**config.mk**
```make
export PLATFORM = sky130hd
export DESIGN_NAME = sram_strobe_seq
export DESIGN_NICKNAME = d
export VERILOG_FILES = /design/src/rtl/sram_seq_pkg.sv /design/src/rtl/seq_gray_to_index.sv /design/src/rtl/seq_strobe_decode.sv /design/src/rtl/sram_strobe_seq.sv
export SDC_FILE = /design/constraint.sdc
export NUM_CORES = 1
export LEC_CHECK = 0
export ABC_AREA = 1
export CAP_MARGIN = 20
export CORE_AREA = 2 2 39 41
export DETAILED_ROUTE_END_ITERATION = 10
export DIE_AREA = 0 0 41 43
export SYNTH_ARGS = -nofsm -noshare
export SYNTH_HDL_FRONTEND = slang
export SYNTH_SLANG_ARGS = --single-unit
export TNS_END_PERCENT = 30
```
**constraint.sdc**
```tcl
create_clock -name clk -period 1.27 [get_ports clk]
set_input_delay 0.3175 -clock clk [delete_from_list [all_inputs] [get_ports clk]]
set_output_delay 0.3175 -clock clk [all_outputs]
set_load 0.1 [all_outputs]
```
**src/rtl/sram_seq_pkg.sv**
```systemverilog
package sram_seq_pkg;

    typedef struct packed {
        logic cs_n;
        logic we_n;
        logic oe_n;
    } strobe_t;

    localparam strobe_t STROBE_IDLE = '{cs_n: 1'b1, we_n: 1'b1, oe_n: 1'b1};

endpackage

```
**src/rtl/seq_gray_to_index.sv**
```systemverilog
module seq_gray_to_index #(
    parameter int W = 3
) (
    input  logic [W-1:0] gray_i,
    output logic [W-1:0] index_o
);
    // Each binary bit is the XOR of all Gray bits at or above it.
    assign index_o[W-1] = gray_i[W-1];
    generate
        for (genvar b = W - 2; b >= 0; b--) begin : g_fold
            assign index_o[b] = index_o[b+1] ^ gray_i[b];
        end
    endgenerate
endmodule

```
**src/rtl/seq_strobe_decode.sv**
```systemverilog
module seq_strobe_decode
    import sram_seq_pkg::*;
#(
    parameter int W        = 3,
    parameter int CS_FIRST = 1,
    parameter int CS_LAST  = 6,
    parameter int WE_FIRST = 3,
    parameter int WE_LAST  = 5,
    parameter int OE_FIRST = 2,
    parameter int OE_LAST  = 5
) (
    input  logic [W-1:0] index_i,
    input  logic         write_i,
    output strobe_t      strobe_o
);
    localparam logic [W-1:0] CS_LO = CS_FIRST[W-1:0];
    localparam logic [W-1:0] CS_HI = CS_LAST[W-1:0];
    localparam logic [W-1:0] WE_LO = WE_FIRST[W-1:0];
    localparam logic [W-1:0] WE_HI = WE_LAST[W-1:0];
    localparam logic [W-1:0] OE_LO = OE_FIRST[W-1:0];
    localparam logic [W-1:0] OE_HI = OE_LAST[W-1:0];

    logic in_cs, in_we, in_oe;

    always_comb begin
        in_cs = (index_i >= CS_LO) && (index_i <= CS_HI);
        in_we = (index_i >= WE_LO) && (index_i <= WE_HI);
        in_oe = (index_i >= OE_LO) && (index_i <= OE_HI);
        strobe_o.cs_n = ~in_cs;
        strobe_o.we_n = ~(in_we && write_i);
        strobe_o.oe_n = ~(in_oe && !write_i);
    end
endmodule

```
**src/rtl/sram_strobe_seq.sv**
```systemverilog
module sram_strobe_seq
    import sram_seq_pkg::*;
#(
    parameter int STATE_W  = 3,
    parameter int CS_FIRST = 1,
    parameter int CS_LAST  = 6,
    parameter int WE_FIRST = 3,
    parameter int WE_LAST  = 5,
    parameter int OE_FIRST = 2,
    parameter int OE_LAST  = 5
) (
    input  logic clk,
    input  logic rst_n,
    input  logic start_i,
    input  logic write_sel_i,
    output logic cs_n_o,
    output logic we_n_o,
    output logic oe_n_o,
    output logic busy_o,
    output logic done_o
);
    localparam int NUM_SLOTS = 1 << STATE_W;
    localparam logic [STATE_W-1:0] LAST_IDX  = STATE_W'(NUM_SLOTS - 1);
    localparam logic [STATE_W-1:0] IDLE_CODE = '0;

    typedef struct packed {
        logic [STATE_W-1:0] state;
        logic               op_wr;
        strobe_t            strobe;
        logic               busy;
        logic               done;
    } seq_regs_t;

    seq_regs_t seq_d, seq_q;

    logic [STATE_W-1:0] cur_idx, nxt_idx, step_bin;
    logic [STATE_W-1:0] state_d;
    logic               op_d;
    strobe_t            strobe_d;

    seq_gray_to_index #(.W(STATE_W)) u_cur_idx (
        .gray_i  (seq_q.state),
        .index_o (cur_idx)
    );

    // Slot stepping: hold in idle until a request, otherwise advance.
    always_comb begin
        state_d  = seq_q.state;
        op_d     = seq_q.op_wr;
        step_bin = cur_idx + STATE_W'(1);
        if (seq_q.state == IDLE_CODE) begin
            if (start_i) begin
                state_d = STATE_W'(1);
                op_d    = write_sel_i;
            end
        end else begin
            state_d = step_bin ^ (step_bin >> 1);
        end
    end

    seq_gray_to_index #(.W(STATE_W)) u_nxt_idx (
        .gray_i  (state_d),
        .index_o (nxt_idx)
    );

    seq_strobe_decode #(
        .W(STATE_W),
        .CS_FIRST(CS_FIRST), .CS_LAST(CS_LAST),
        .WE_FIRST(WE_FIRST), .WE_LAST(WE_LAST),
        .OE_FIRST(OE_FIRST), .OE_LAST(OE_LAST)
    ) u_decode (
        .index_i  (nxt_idx),
        .write_i  (op_d),
        .strobe_o (strobe_d)
    );

    always_comb begin
        seq_d        = seq_q;
        seq_d.state  = state_d;
        seq_d.op_wr  = op_d;
        seq_d.strobe = strobe_d;
        seq_d.busy   = (state_d != IDLE_CODE);
        seq_d.done   = (seq_q.state != IDLE_CODE) && (cur_idx == LAST_IDX);
    end

    always_ff @(posedge clk or negedge rst_n) begin
        if (!rst_n) begin
            seq_q.state  <= IDLE_CODE;
            seq_q.op_wr  <= 1'b0;
            seq_q.strobe <= STROBE_IDLE;
            seq_q.busy   <= 1'b0;
            seq_q.done   <= 1'b0;
        end else begin
            seq_q <= seq_d;
        end
    end

    assign cs_n_o = seq_q.strobe.cs_n;
    assign we_n_o = seq_q.strobe.we_n;
    assign oe_n_o = seq_q.strobe.oe_n;
    assign busy_o = seq_q.busy;
    assign done_o = seq_q.done;

    // Slot register flips at most one bit per edge.
    assert_gray_step_R6: assert property (@(posedge clk) disable iff (!rst_n)
        1'b1 |=> ($countones(seq_q.state ^ $past(seq_q.state)) <= 1));

    // Strobe edges never coincide.
    assert_one_strobe_edge_R6: assert property (@(posedge clk) disable iff (!rst_n)
        1'b1 |=> ($countones({cs_n_o, we_n_o, oe_n_o} ^
                             $past({cs_n_o, we_n_o, oe_n_o})) <= 1));

    // Write-enable only inside chip-select, and only after it was already low.
    assert_we_inside_cs_R4: assert property (@(posedge clk) disable iff (!rst_n)
        !we_n_o |-> !cs_n_o);

    assert_we_fall_after_cs_R4: assert property (@(posedge clk) disable iff (!rst_n)
        $fell(we_n_o) |-> $past(!cs_n_o));

    // Never both data-direction strobes at once.
    assert_no_we_oe_overlap_R5: assert property (@(posedge clk) disable iff (!rst_n)
        !(~we_n_o && ~oe_n_o));

    // Busy only ends with a done pulse.
    assert_busy_ends_in_done_R7: assert property (@(posedge clk) disable iff (!rst_n)
        busy_o |=> (busy_o || done_o));

    assert_done_single_R8: assert property (@(posedge clk) disable iff (!rst_n)
        done_o |=> !done_o);

    // Slot T1 always follows idle with a request.
    assert_start_accept_R2: assert property (@(posedge clk) disable iff (!rst_n)
        (!busy_o && start_i) |=> (busy_o && seq_q.state == STATE_W'(1)));
endmodule

```
# == After elaboration in Yosys (flattened, before gate mapping) ==
# Cells that the tools add are included.
# word_totals
elab_cells,36
register_bits,9
inputBits,4
# classes
bitwise_logic,8
n_eq_ne,1
addsub,1
n_reduce_logical,10
mux,4
magnitude_cmp,5
# ops
cell,count
$ge A3 B2 Y1 const B,2
$le A3 B3 Y1 const B,2
$logic_and A1 B1 Y1,6
$mux W3,2
$reduce_bool A3 Y1,2
$xor A1 B1 Y1,4
$add A3 B1 Y3 const B,1
$eq A3 B3 Y1 const B,1
$ge A3 B1 Y1 const B,1
$logic_not A3 Y1,1
$not A1 Y1,3
$xor A3 B2 Y3,1
$mux W1,2
$logic_not A1 Y1,1

# == Depth between registers and ports, before layout ==
# logic_depth
word_depth,11
mapped_depth,10
depth_no_buf,10

# == Cells and area by module ==
# From an unflattened synthesis, not the netlist that was laid out.
# unflattened
hier_cells,74
hier_area_um2,544.3
# modules_own_cells
module,cells_per_inst,n_inst,area_each_um2,seq_area_each_um2
sram_strobe_seq,39,1,390.4,229.0
seq_gray_to_index,12,2,51.3,0.0
seq_strobe_decode,11,1,51.3,0.0

# == Worst setup path after synthesis ==
# No wires, ideal clock.
# synth_timing
path_type,reg-to-reg
from,register seq_q[6] in the netlist's numbering
to,register seq_q (netlist bit cs_n_o)
t_arrival_ns,1.297
stages_incl_launch_ff,11
t_required_ns,1.195
path_buffers,0
slack_ns,-0.103
cell_sequence,dfrtp_1 -> inv_2 -> nand2_2 -> nand2_1 -> inv_1 -> ha_1 -> inv_1 -> nor2_2 -> nand2_1 -> nand2_1 -> nand2_1
# synth_rtl
item,line,source
start: declaration,sram_strobe_seq.sv:34,"seq_regs_t seq_d, seq_q;"
start signal: assignment,sram_strobe_seq.sv:94,seq_q <= seq_d;

==> metrics <==
nets@finish 83; port bufs 8; largest net degree at the start of global routing 10; final core occ 52.3%; initial core utilization 34.1%; final hold vios 0; die area 1760 um^2; Slew @ Worst Pin 394 ps; Die W 41 um; CP Class flop to flop; crit share post-route 104%; Max Slew Vio Count 0; Worst Path Max Fanout 4; TritonCTS buffer count 3; final setup fails 5; cell area after synthesis 472 um^2; fin worst setup slack -57.1 ps; Yosys reg bits 9; worst hold path type primary input to asynchronous set/reset pin; status finished, violations left; RSZ-0062 raised after global routing true; Synth Warn # 0; Worst-Skew Late Latency 250 ps; die height 43 um; CTS tree yes; per-cell routed wire length 9.32 um; crit path max-delay cell type dfrtp_1; GRT Util Overall 12.5%; vias in the first global route 363; post-DP HPWL 653 um; initial antenna violation count 0; first-pass GRT wire length 1.44 mm; fmax 754 MHz; Slew HR 73.6%; Max Cap Viol 0; via/cell ratio 4.38; critical path, cell by cell inv_2 -> nand2_2 -> nand2_2 -> inv_2 -> ha_4 -> inv_2 -> nor2_2 -> nand2_1 -> nand2_1 -> nand2_1; # resized after CTS 0; CORE AREA 1380 um^2; CP arrival 1510 ps; routed wire length 848 um; setup TNS -81.8 ps; first drt pass iteration count 4; Mean Syn Cell Area 8.58 um^2; delay of the slowest cell on the worst path 420 ps; Seq/Total Area, Yosys 48.5%; post-route ant nets 0; Remaining Overflow, GRT 0; Final min period 1330 ps; area growth from synthesis to final layout 53.3%; violated checks setup timing; Max clock buf depth 2; clk slew on worst S/H paths 60 ps; H-tree levels 1; worst hold margin 353 ps; WP data required 1450 ps; IO Pins 9; Mapped Cells 55; CTS Root Cell clkbuf_4; DR vias 399; Iter 0 DRT Violations 6; CP startpoint kind flop; Crit. End Element flop; Netlist cell types 13; drt drc 0; Clock Skew 8.51 ps; share of cells above drive strength 1 48.0%; synthesized net count 62; antenna cell count 0; Std-Cell Rows 14; Placer Congestion 0.821; clock sink total 9
[state kept, by name, indices dropped and copies added (netlist names)]
signal  cells
we_n_o      1
done_o      1
busy_o      1
oe_n_o      1
seq_q       4
cs_n_o      1
[timing repair]
action | in CTS | in global routing
buffers inserted | 2 | 2
cloned | 0 | 0
hold buffers | 0 | 0
pin swaps | 1 | 2
setup endpoints to repair | 5 | 6
[worst max-delay path, delay by kind of cell (launching register included)]
| family | cells | cell delay, ps |
|---|---|---|
| buffers and inverters | 3 | 200 |
| DFF | 1 | 420 |
| and+or+nand+nor | 6 | 340 |
| adders and majority gates | 1 | 280 |
[area by class of cell]
class	instances	area, um^2
Multi-Input combinational cell	39	231
Tap cell	16	20.0
Timing Repair Buffer	16	190
Clock buffer	4	26.3
Inverter	7	26.3
Fill cell	137	661
Sequential cell	9	229
[synthesized netlist by cell type]
| master | count | area [um^2] |
|---|---|---|
| nor2_2 | 2 | 12.5 |
| ha_1 | 3 | 37.5 |
| o21ai_0 | 1 | 5.00 |
| nand3_1 | 2 | 10.0 |
| inv_1 | 5 | 18.8 |
| inv_2 | 2 | 7.51 |
| nand4_1 | 1 | 6.26 |
| nand2_2 | 7 | 43.8 |
| nand2_4 | 2 | 22.5 |
| dfrtp_1 | 6 | 150 |
| nor2_1 | 4 | 15.0 |
| dfstp_2 | 3 | 78.8 |
| nand2_1 | 17 | 63.8 |
[worst paths after layout]
kind	from	slack [ps]	depth (start not counted)	to
worst max-delay path	seq_q[6]$_DFF_PN0_	-60	10	cs_n_o$_DFF_PN1_
worst min-delay path	rst_n	350	1	done_o$_DFF_PN0_
worst max register to register	seq_q[6]$_DFF_PN0_	-60	10	cs_n_o$_DFF_PN1_
worst min register to register	seq_q[8]$_DFF_PN0_	540	2	done_o$_DFF_PN0_
max in group asynchronous	rst_n	590	1	we_n_o$_DFF_PN1_
min in group clk	seq_q[8]$_DFF_PN0_	540	2	done_o$_DFF_PN0_
[stage by stage]
stage / cell area, um^2 / std cells / setup WS [ps]
floorplan: 487 / 55 / 16.4
finish: 723 / 91 / -57.1
global route: 723 / 91 / -163
CTS: 708 / 89 / -35.6
global placement: 667 / 83 / -22.6
detailed placement: 667 / 83 / -46.2
[cells by family (layout without fill, tap and decap cells)]
logic type | count (synthesis) | in the layout | share of synthesized area, %
buffers and inverters | 7 | 27 | 5.57
and+or+nand+nor | 35 | 35 | 36.9
AOI/OAI and AO/OA | 1 | 1 | 1.06
DFF | 9 | 9 | 48.5
adders and majority gates | 3 | 3 | 7.96
[cells in the final DEF (no fill, tap or decap), types with 2 or more instances in the layout]
cell type / n
nor2_1: 4
nor2_2: 2
nand2_1: 16
dfstp_2: 3
nand3_1: 2
nand2_2: 8
ha_1: 2
inv_1: 3
nand2_4: 2
dfrtp_1: 6
inv_2: 4
clkbuf_4: 3
clkdlybuf4s50_1: 3
buf_4: 8
buf_12: 5
[metal layers]
layer  GRT usage, %  routed length, um  part of all wire (%)  vias up
met1           16.0                347                    41      178
met3           3.14                 45                   5.3        2
met4           8.00                 25                   2.9        0
li1               -                  -                     -      207
met5              0                  0                     0        -
met2           17.8                429                    51       12
Power is left out: the tool's default activity adds up to more than one toggle a clock period on the data nets, which glitch-free logic cannot reach.
